`config.mk`:
```
export PLATFORM = sky130hd
export DESIGN_NAME = banked_irq_ctrl
export DESIGN_NICKNAME = d
export VERILOG_FILES = /design/src/rtl/irq_ctrl_pkg.sv /design/src/rtl/irq_bank.sv /design/src/rtl/irq_summary.sv /design/src/rtl/irq_route.sv /design/src/rtl/banked_irq_ctrl.sv
export SDC_FILE = /design/constraint.sdc
export NUM_CORES = 1
export LEC_CHECK = 0
export BUFFER_PORTS_ARGS = -buffer_cell sky130_fd_sc_hd__buf_2
export CORE_MARGIN = 2
export CORE_UTILIZATION = 30
export CTS_CLUSTER_SIZE = 28
export DETAILED_ROUTE_END_ITERATION = 10
export MAX_ROUTING_LAYER = met4
export PLACE_DENSITY = 0.54
export SLEW_MARGIN = 20
export SYNTH_ARGS = -nofsm -noshare
export SYNTH_HDL_FRONTEND = slang
export SYNTH_SLANG_ARGS = --single-unit
```
`constraint.sdc`:
```
create_clock -name clk -period 6.5 [get_ports clk]
set_clock_uncertainty 0.2 [all_clocks]
set_input_delay 1.3 -clock clk [delete_from_list [all_inputs] [get_ports clk]]
set_output_delay 1.3 -clock clk [all_outputs]
set_load 0.1 [all_outputs]
```
`src/rtl/irq_ctrl_pkg.sv`:
```
package irq_ctrl_pkg;

    localparam int BANK_W  = 32;
    localparam int LOC_W   = 8;
    localparam int ADDR_W  = 4;
    localparam int DATA_W  = 32;
    localparam int NUM_SC  = 11;

    // Global line numbers mirrored by the shortcut bits, lowest bit first.
    localparam int unsigned SC_MAP [NUM_SC] = '{7, 9, 10, 18, 19, 53, 54, 55, 56, 57, 62};

    typedef enum logic [ADDR_W-1:0] {
        A_SUMMARY = 4'd0,
        A_MPEND0  = 4'd1,
        A_MPEND1  = 4'd2,
        A_FIQCTL  = 4'd3,
        A_SET0    = 4'd4,
        A_SET1    = 4'd5,
        A_SETL    = 4'd6,
        A_CLR0    = 4'd7,
        A_CLR1    = 4'd8,
        A_CLRL    = 4'd9,
        A_RAW0    = 4'd10,
        A_RAW1    = 4'd11,
        A_RAWL    = 4'd12
    } reg_addr_e;

endpackage

```
`src/rtl/irq_bank.sv`:
```
module irq_bank #(
    parameter int W = 32
) (
    input  logic         clk,
    input  logic         rst_n,
    input  logic [W-1:0] src_i,
    input  logic         set_we,
    input  logic         clr_we,
    input  logic [W-1:0] wdata_i,
    output logic [W-1:0] raw_o,
    output logic [W-1:0] en_o,
    output logic [W-1:0] masked_o
);

    typedef struct packed {
        logic [W-1:0] raw;
        logic [W-1:0] en;
    } bank_st_t;

    bank_st_t s_d, s_q;

    always_comb begin
        s_d     = s_q;
        s_d.raw = src_i;
        if (set_we) begin
            s_d.en = s_q.en | wdata_i;
        end else if (clr_we) begin
            s_d.en = s_q.en & ~wdata_i;
        end
    end

    always_ff @(posedge clk or negedge rst_n) begin
        if (!rst_n) begin
            s_q <= '0;
        end else begin
            s_q <= s_d;
        end
    end

    assign raw_o    = s_q.raw;
    assign en_o     = s_q.en;
    assign masked_o = s_q.raw & s_q.en;

    p_set_ones_r2: assert property (@(posedge clk) disable iff (!rst_n)
        set_we |=> ((en_o & $past(wdata_i)) == $past(wdata_i)));

    p_set_keep_r2: assert property (@(posedge clk) disable iff (!rst_n)
        set_we |=> ((en_o & ~$past(wdata_i)) == ($past(en_o) & ~$past(wdata_i))));

    p_clr_ones_r3: assert property (@(posedge clk) disable iff (!rst_n)
        (clr_we && !set_we) |=> ((en_o & $past(wdata_i)) == '0));

    p_idle_hold_r3: assert property (@(posedge clk) disable iff (!rst_n)
        (!set_we && !clr_we) |=> $stable(en_o));

endmodule

```
`src/rtl/irq_summary.sv`:
```
module irq_summary
    import irq_ctrl_pkg::*;
#(
    parameter int BW = BANK_W,
    parameter int LW = LOC_W
) (
    input  logic [BW-1:0]     m0_i,
    input  logic [BW-1:0]     m1_i,
    input  logic [LW-1:0]     ml_i,
    output logic [DATA_W-1:0] sum_o
);

    localparam int SC_BASE = LW + 2;

    logic [2*BW-1:0]     periph;
    logic [NUM_SC-1:0]   sc_bits;

    assign periph = {m1_i, m0_i};

    for (genvar gi = 0; gi < NUM_SC; gi++) begin : g_sc
        assign sc_bits[gi] = periph[SC_MAP[gi]];
    end

    always_comb begin
        sum_o                            = '0;
        sum_o[LW-1:0]                    = ml_i;
        sum_o[LW]                        = |m0_i;
        sum_o[LW+1]                      = |m1_i;
        sum_o[SC_BASE +: NUM_SC]         = sc_bits;
    end

endmodule

```
`src/rtl/irq_route.sv`:
```
module irq_route #(
    parameter int NSRC = 72
) (
    input  logic            clk,
    input  logic            rst_n,
    input  logic            ctl_we,
    input  logic [7:0]      ctl_wdata,
    input  logic [NSRC-1:0] raw_i,
    input  logic [NSRC-1:0] masked_i,
    output logic [7:0]      ctl_o,
    output logic            irq_o,
    output logic            fiq_o
);

    typedef struct packed {
        logic       fen;
        logic [6:0] sel;
    } route_st_t;

    route_st_t s_d, s_q;
    logic [NSRC-1:0] irq_pool;
    logic            fiq_hit;

    always_comb begin
        s_d = s_q;
        if (ctl_we) begin
            s_d.fen = ctl_wdata[7];
            s_d.sel = ctl_wdata[6:0];
        end
    end

    always_ff @(posedge clk or negedge rst_n) begin
        if (!rst_n) begin
            s_q <= '0;
        end else begin
            s_q <= s_d;
        end
    end

    always_comb begin
        irq_pool = masked_i;
        fiq_hit  = 1'b0;
        if (s_q.fen) begin
            for (int i = 0; i < NSRC; i++) begin
                if (i == int'(s_q.sel)) begin
                    irq_pool[i] = 1'b0;
                    fiq_hit     = raw_i[i];
                end
            end
        end
    end

    assign ctl_o = {s_q.fen, s_q.sel};
    assign irq_o = |irq_pool;
    assign fiq_o = fiq_hit;

    p_fiq_gate_r8: assert property (@(posedge clk) disable iff (!rst_n)
        fiq_o |-> (ctl_o[7] && (int'(ctl_o[6:0]) < NSRC)));

    p_ctl_load_r8: assert property (@(posedge clk) disable iff (!rst_n)
        ctl_we |=> (ctl_o == $past(ctl_wdata)));

    p_irq_excl_r9: assert property (@(posedge clk) disable iff (!rst_n)
        (ctl_o[7] && (int'(ctl_o[6:0]) < NSRC) &&
         (masked_i == (NSRC'(1) << ctl_o[6:0]))) |-> !irq_o);

    p_irq_any_r9: assert property (@(posedge clk) disable iff (!rst_n)
        (!ctl_o[7] && (masked_i != '0)) |-> irq_o);

endmodule

```
`src/rtl/banked_irq_ctrl.sv`:
```
module banked_irq_ctrl
    import irq_ctrl_pkg::*;
#(
    parameter int BW = BANK_W,
    parameter int LW = LOC_W
) (
    input  logic                clk,
    input  logic                rst_n,
    input  logic [2*BW+LW-1:0]  src_i,
    input  logic                req_i,
    input  logic                we_i,
    input  logic [ADDR_W-1:0]   addr_i,
    input  logic [DATA_W-1:0]   wdata_i,
    output logic [DATA_W-1:0]   rdata_o,
    output logic                irq_o,
    output logic                fiq_o
);

    localparam int NSRC   = 2 * BW + LW;
    localparam int NPBANK = 2;

    typedef struct packed {
        logic [DATA_W-1:0] rdata;
    } top_st_t;

    top_st_t s_d, s_q;

    logic              wr, rd;
    logic [BW-1:0]     raw_b  [NPBANK];
    logic [BW-1:0]     en_b   [NPBANK];
    logic [BW-1:0]     mask_b [NPBANK];
    logic [LW-1:0]     raw_l, en_l, mask_l;
    logic [DATA_W-1:0] summary;
    logic [7:0]        fiq_ctl;
    logic [DATA_W-1:0] rd_val;

    assign wr = req_i && we_i;
    assign rd = req_i && !we_i;

    for (genvar gb = 0; gb < NPBANK; gb++) begin : g_pbank
        irq_bank #(.W(BW)) u_bank (
            .clk      (clk),
            .rst_n    (rst_n),
            .src_i    (src_i[gb*BW +: BW]),
            .set_we   (wr && (addr_i == ADDR_W'(A_SET0) + ADDR_W'(gb))),
            .clr_we   (wr && (addr_i == ADDR_W'(A_CLR0) + ADDR_W'(gb))),
            .wdata_i  (wdata_i[BW-1:0]),
            .raw_o    (raw_b[gb]),
            .en_o     (en_b[gb]),
            .masked_o (mask_b[gb])
        );
    end

    irq_bank #(.W(LW)) u_local (
        .clk      (clk),
        .rst_n    (rst_n),
        .src_i    (src_i[NSRC-1 -: LW]),
        .set_we   (wr && (addr_i == A_SETL)),
        .clr_we   (wr && (addr_i == A_CLRL)),
        .wdata_i  (wdata_i[LW-1:0]),
        .raw_o    (raw_l),
        .en_o     (en_l),
        .masked_o (mask_l)
    );

    irq_summary #(.BW(BW), .LW(LW)) u_sum (
        .m0_i  (mask_b[0]),
        .m1_i  (mask_b[1]),
        .ml_i  (mask_l),
        .sum_o (summary)
    );

    irq_route #(.NSRC(NSRC)) u_route (
        .clk       (clk),
        .rst_n     (rst_n),
        .ctl_we    (wr && (addr_i == A_FIQCTL)),
        .ctl_wdata (wdata_i[7:0]),
        .raw_i     ({raw_l, raw_b[1], raw_b[0]}),
        .masked_i  ({mask_l, mask_b[1], mask_b[0]}),
        .ctl_o     (fiq_ctl),
        .irq_o     (irq_o),
        .fiq_o     (fiq_o)
    );

    always_comb begin
        rd_val = '0;
        case (addr_i)
            A_SUMMARY: rd_val = summary;
            A_MPEND0:  rd_val = DATA_W'(mask_b[0]);
            A_MPEND1:  rd_val = DATA_W'(mask_b[1]);
            A_FIQCTL:  rd_val = DATA_W'(fiq_ctl);
            A_SET0,
            A_CLR0:    rd_val = DATA_W'(en_b[0]);
            A_SET1,
            A_CLR1:    rd_val = DATA_W'(en_b[1]);
            A_SETL,
            A_CLRL:    rd_val = DATA_W'(en_l);
            A_RAW0:    rd_val = DATA_W'(raw_b[0]);
            A_RAW1:    rd_val = DATA_W'(raw_b[1]);
            A_RAWL:    rd_val = DATA_W'(raw_l);
            default:   rd_val = '0;
        endcase
    end

    always_comb begin
        s_d = s_q;
        if (rd) begin
            s_d.rdata = rd_val;
        end
    end

    always_ff @(posedge clk or negedge rst_n) begin
        if (!rst_n) begin
            s_q <= '0;
        end else begin
            s_q <= s_d;
        end
    end

    assign rdata_o = s_q.rdata;

    p_rd_hold_r10: assert property (@(posedge clk) disable iff (!rst_n)
        !rd |=> $stable(rdata_o));

    p_sum_irq_r6: assert property (@(posedge clk) disable iff (!rst_n)
        !fiq_ctl[7] |-> (irq_o == (summary[LW+1:0] != '0)));

endmodule

```
==> results by group <==
Outcome
  • Status: complete, no violations

Floorplan
  • Die H: 185 um
  • Die area: 34200 um^2
  • Initial core utilization: 30.3%
  • Core Box Area: 32400 um^2
  • Io pins: 146
  • Row count: 66
  • Chip width: 185 um

Critical path
  • CP Max Fanout: 25
  • Critical Path RT: 5.00 ns
  • Crit path max-delay cell type: dfrtp_1
  • Worst R2R Path Depth: 6
  • Buf/Inv on CP: 2
  • Flop-to-flop setup slack: 3.87 ns
  • Critical path startpoint category: flip-flop
  • CP peak stage delay: 0.69 ns
  • Critical setup path kind: flip-flop to primary output
  • CP top delay family: simple AND/OR/NAND/NOR gates
  • WP data arrival: 3.75 ns
  • RR Startpoint: g_pbank[0].u_bank.raw_o[7]
  • Crit path capture type: primary output
  • CP Cell Sequence: buf_4 > nor4b_4 > a21oi_1 > nor4_1 > nand4_1 > nor3_1 > nand3_1 > buf_2
  • Critical R2R Capture: rdata_o[8]

Hold path
  • Hold depth: 2
  • Min-Delay Path Class: flip-flop to flip-flop
  • Hold EP: rdata_o[31]
  • Origin of the worst min-delay path: rdata_o[31]

Yosys
  • Syn Std Cell Area: 9820 um^2
  • Synthesized area per cell: 9.66 um^2
  • Post-synth top flop: dfrtp_1
  • Count leader, synth: nand2_1
  • Syn_nets: 1129
  • EDFF count, synth: 0
  • Mapped Cells: 1017
  • Cell taking the most area after synthesis: dfrtp_1
  • Post-synth top cells: nand2_1, dfrtp_1, a21oi_1, a22o_1, a21o_1
  • FFs w/ async S/R, synth: 100%
  • Yosys warns: 0
  • Cell variety after synth: 66
  • Synth top area cells: dfrtp_1, nand2_1, a21oi_1, a22o_1, a21o_1
  • Synth top area share: 46.9%
  • Register area share after synthesis: 46.9%
  • Post-synthesis register bit count: 184

Timing
  • Setup ws final: 1.25 ns
  • Max Slew Vio Count: 0
  • # setup viols final: 0
  • Fin crit period: 5.25 ns
  • Least-Margin Pin Slew: 1.13 ns
  • Hold Vio Cnt, Final: 0
  • RSZ-0062 raised after global routing: no
  • Final period util: 80.7%
  • Achievable frequency: 191 MHz
  • Sum Neg Setup Slack: 0 ns
  • Worst slew margin: 24.7%

Finish
  • Area grow syn2layout: 17.5%
  • Layout net count: 1237
  • Share of cells above drive strength 1: 22.3%
  • N_diodes: 0
  • Final Non-Filler Cells: 1579

Detailed routing
  • WL final: 40.9 mm
  • Vias per inst: 5.75
  • ANT nets after route: 0
  • TritonRoute pass-1 iters: 9
  • Initial drt markers: 1041
  • # DRC: 0
  • Vias: 9073
  • Routed len/inst: 25.9 um

CTS
  • Worst-path clk slew: 0.07 ns
  • TritonCTS clock tree: done
  • Worst skew pair latency: 0.46 ns
  • CTS buffer count: 17
  • Clock sink count: 184
  • Post-CTS Hold Buffers: 0
  • CTS Buffer Depth: 2
  • Post-CTS Setup Bufs: 0
  • Root Driver: clkbuf_16
  • H-tree depth: 4
  • CTS-repair resized insts: 0

Placement
  • GPL Wtd Cong: 1.01
  • Worst slack at placement: 1.83 ns
  • Placed wire-length estimate: 30.7 mm
  • Placed Cells: 1548
  • Buffers on Ports: 145

Power
  • Worst vdd ir: 0.203 mV
  • Pwr dens: 281 nW/um^2
  • Pleak: 5.39 nW

Run
  • Number of max-cap violations: 0

GRT
  • Global-route usage over all layers: 25.1%
  • Global-route wire length before repair: 60.5 mm
  • Number of global-route vias before repair: 8778
  • Grt ovf: 0
  • Initial antenna violation count: 0
  • Largest net degree at the start of global routing: 105
per-stage QoR:
step	power (mW)	util (%)	area, um^2	hold slack, ns
CTS	3.26	35.7	11500	0.283
finish	3.24	35.7	11500	0.277
floorplan	1.91	-	9820	0.280
global placement	2.20	33.9	11000	0.261
detailed placement	2.20	33.9	11000	0.267
global route	3.38	35.7	11500	0.297
worst min-delay path: cells and delay by family, from the launching register on:
kind	cells	cell delay [ns]
compound gates	1	0.06
simple gates	1	0.04
flops	1	0.34
area by class of cell:
class	instances	area [um^2]
clock buffers	22	484
clock inverters	9	92.6
fillers	3393	20800
inverters	28	105
multi-input cells	727	4800
flip-flops and latches	184	4600
well taps	442	553
repair buffers	167	900
where the power goes:
group	total [mW]	switching, mW	leakage (nW)	internal [mW]
logic	0.773	0.520	2.78	0.253
clock network	1.05	0.480	0.275	0.569
registers	1.42	0.171	2.34	1.25
total	3.24	1.17	5.39	2.07
per-layer routing:
| layer | track usage [%] | share of wire (%) |
|---|---|---|
| met1 | 36.2 | 47 |
| met2 | 36.4 | 43 |
| met3 | 4.03 | 7.1 |
| met4 | 7.14 | 2.2 |
| met5 | - | 0 |
how the worst max path moves through the flow:
stage,start,endpoint,slack [ns],cells after the start
5_1_grt,u_route.ctl_o[0],irq_o,1.01,9
6_report,u_route.ctl_o[1],irq_o,1.25,8
3_3_place_gp,u_route.ctl_o[1],irq_o,1.73,8
4_1_cts,u_route.ctl_o[1],irq_o,1.32,8
2_1_floorplan,u_route.ctl_o[0],fiq_o,1.98,8
3_5_place_dp,u_route.ctl_o[1],irq_o,1.83,8
layout by cell type (no fill, tap or decap), types with 4 or more instances in the layout:
| cell | Yosys | final |
|---|---|---|
| a221oi_1 | 19 | 19 |
| nand2b_1 | 7 | 7 |
| a22oi_1 | 34 | 34 |
| a21o_1 | 43 | 43 |
| clkbuf_8 | 0 | 5 |
| nor4_1 | 14 | 13 |
| a21oi_1 | 100 | 100 |
| a22o_1 | 50 | 50 |
| mux2_2 | 26 | 26 |
| a222oi_1 | 12 | 12 |
| nor2b_1 | 5 | 5 |
| nor2_1 | 16 | 14 |
| and4bb_1 | 6 | 6 |
| inv_1 | 28 | 28 |
| a31oi_1 | 12 | 12 |
| a221o_1 | 6 | 6 |
| and4b_1 | 8 | 7 |
| nand4_1 | 19 | 19 |
| dfrtp_1 | 184 | 184 |
| nand2_1 | 187 | 187 |
| o21ai_0 | 25 | 25 |
| o22ai_1 | 8 | 8 |
| nand3_1 | 16 | 16 |
| buf_4 | 3 | 22 |
| o221ai_1 | 4 | 4 |
| buf_2 | 38 | 144 |
| o21ai_1 | 16 | 16 |
| a32oi_1 | 5 | 5 |
| clkbuf_16 | 0 | 17 |
| nor4b_4 | 4 | 6 |
| nor3_1 | 9 | 8 |
| mux2_1 | 15 | 15 |
kinds of logic (layout without fill, tap and decap cells):
logic type | count (synthesis) | in the layout | synth area share (%)
compound gates | 357 | 357 | 25.3
simple gates | 324 | 324 | 17.6
flops | 184 | 184 | 46.9
buf+inv | 106 | 226 | 5.03
mux | 44 | 44 | 5.01
xor+xnor | 2 | 2 | 0.178
Note: power is estimated with default switching activity, not from simulation.
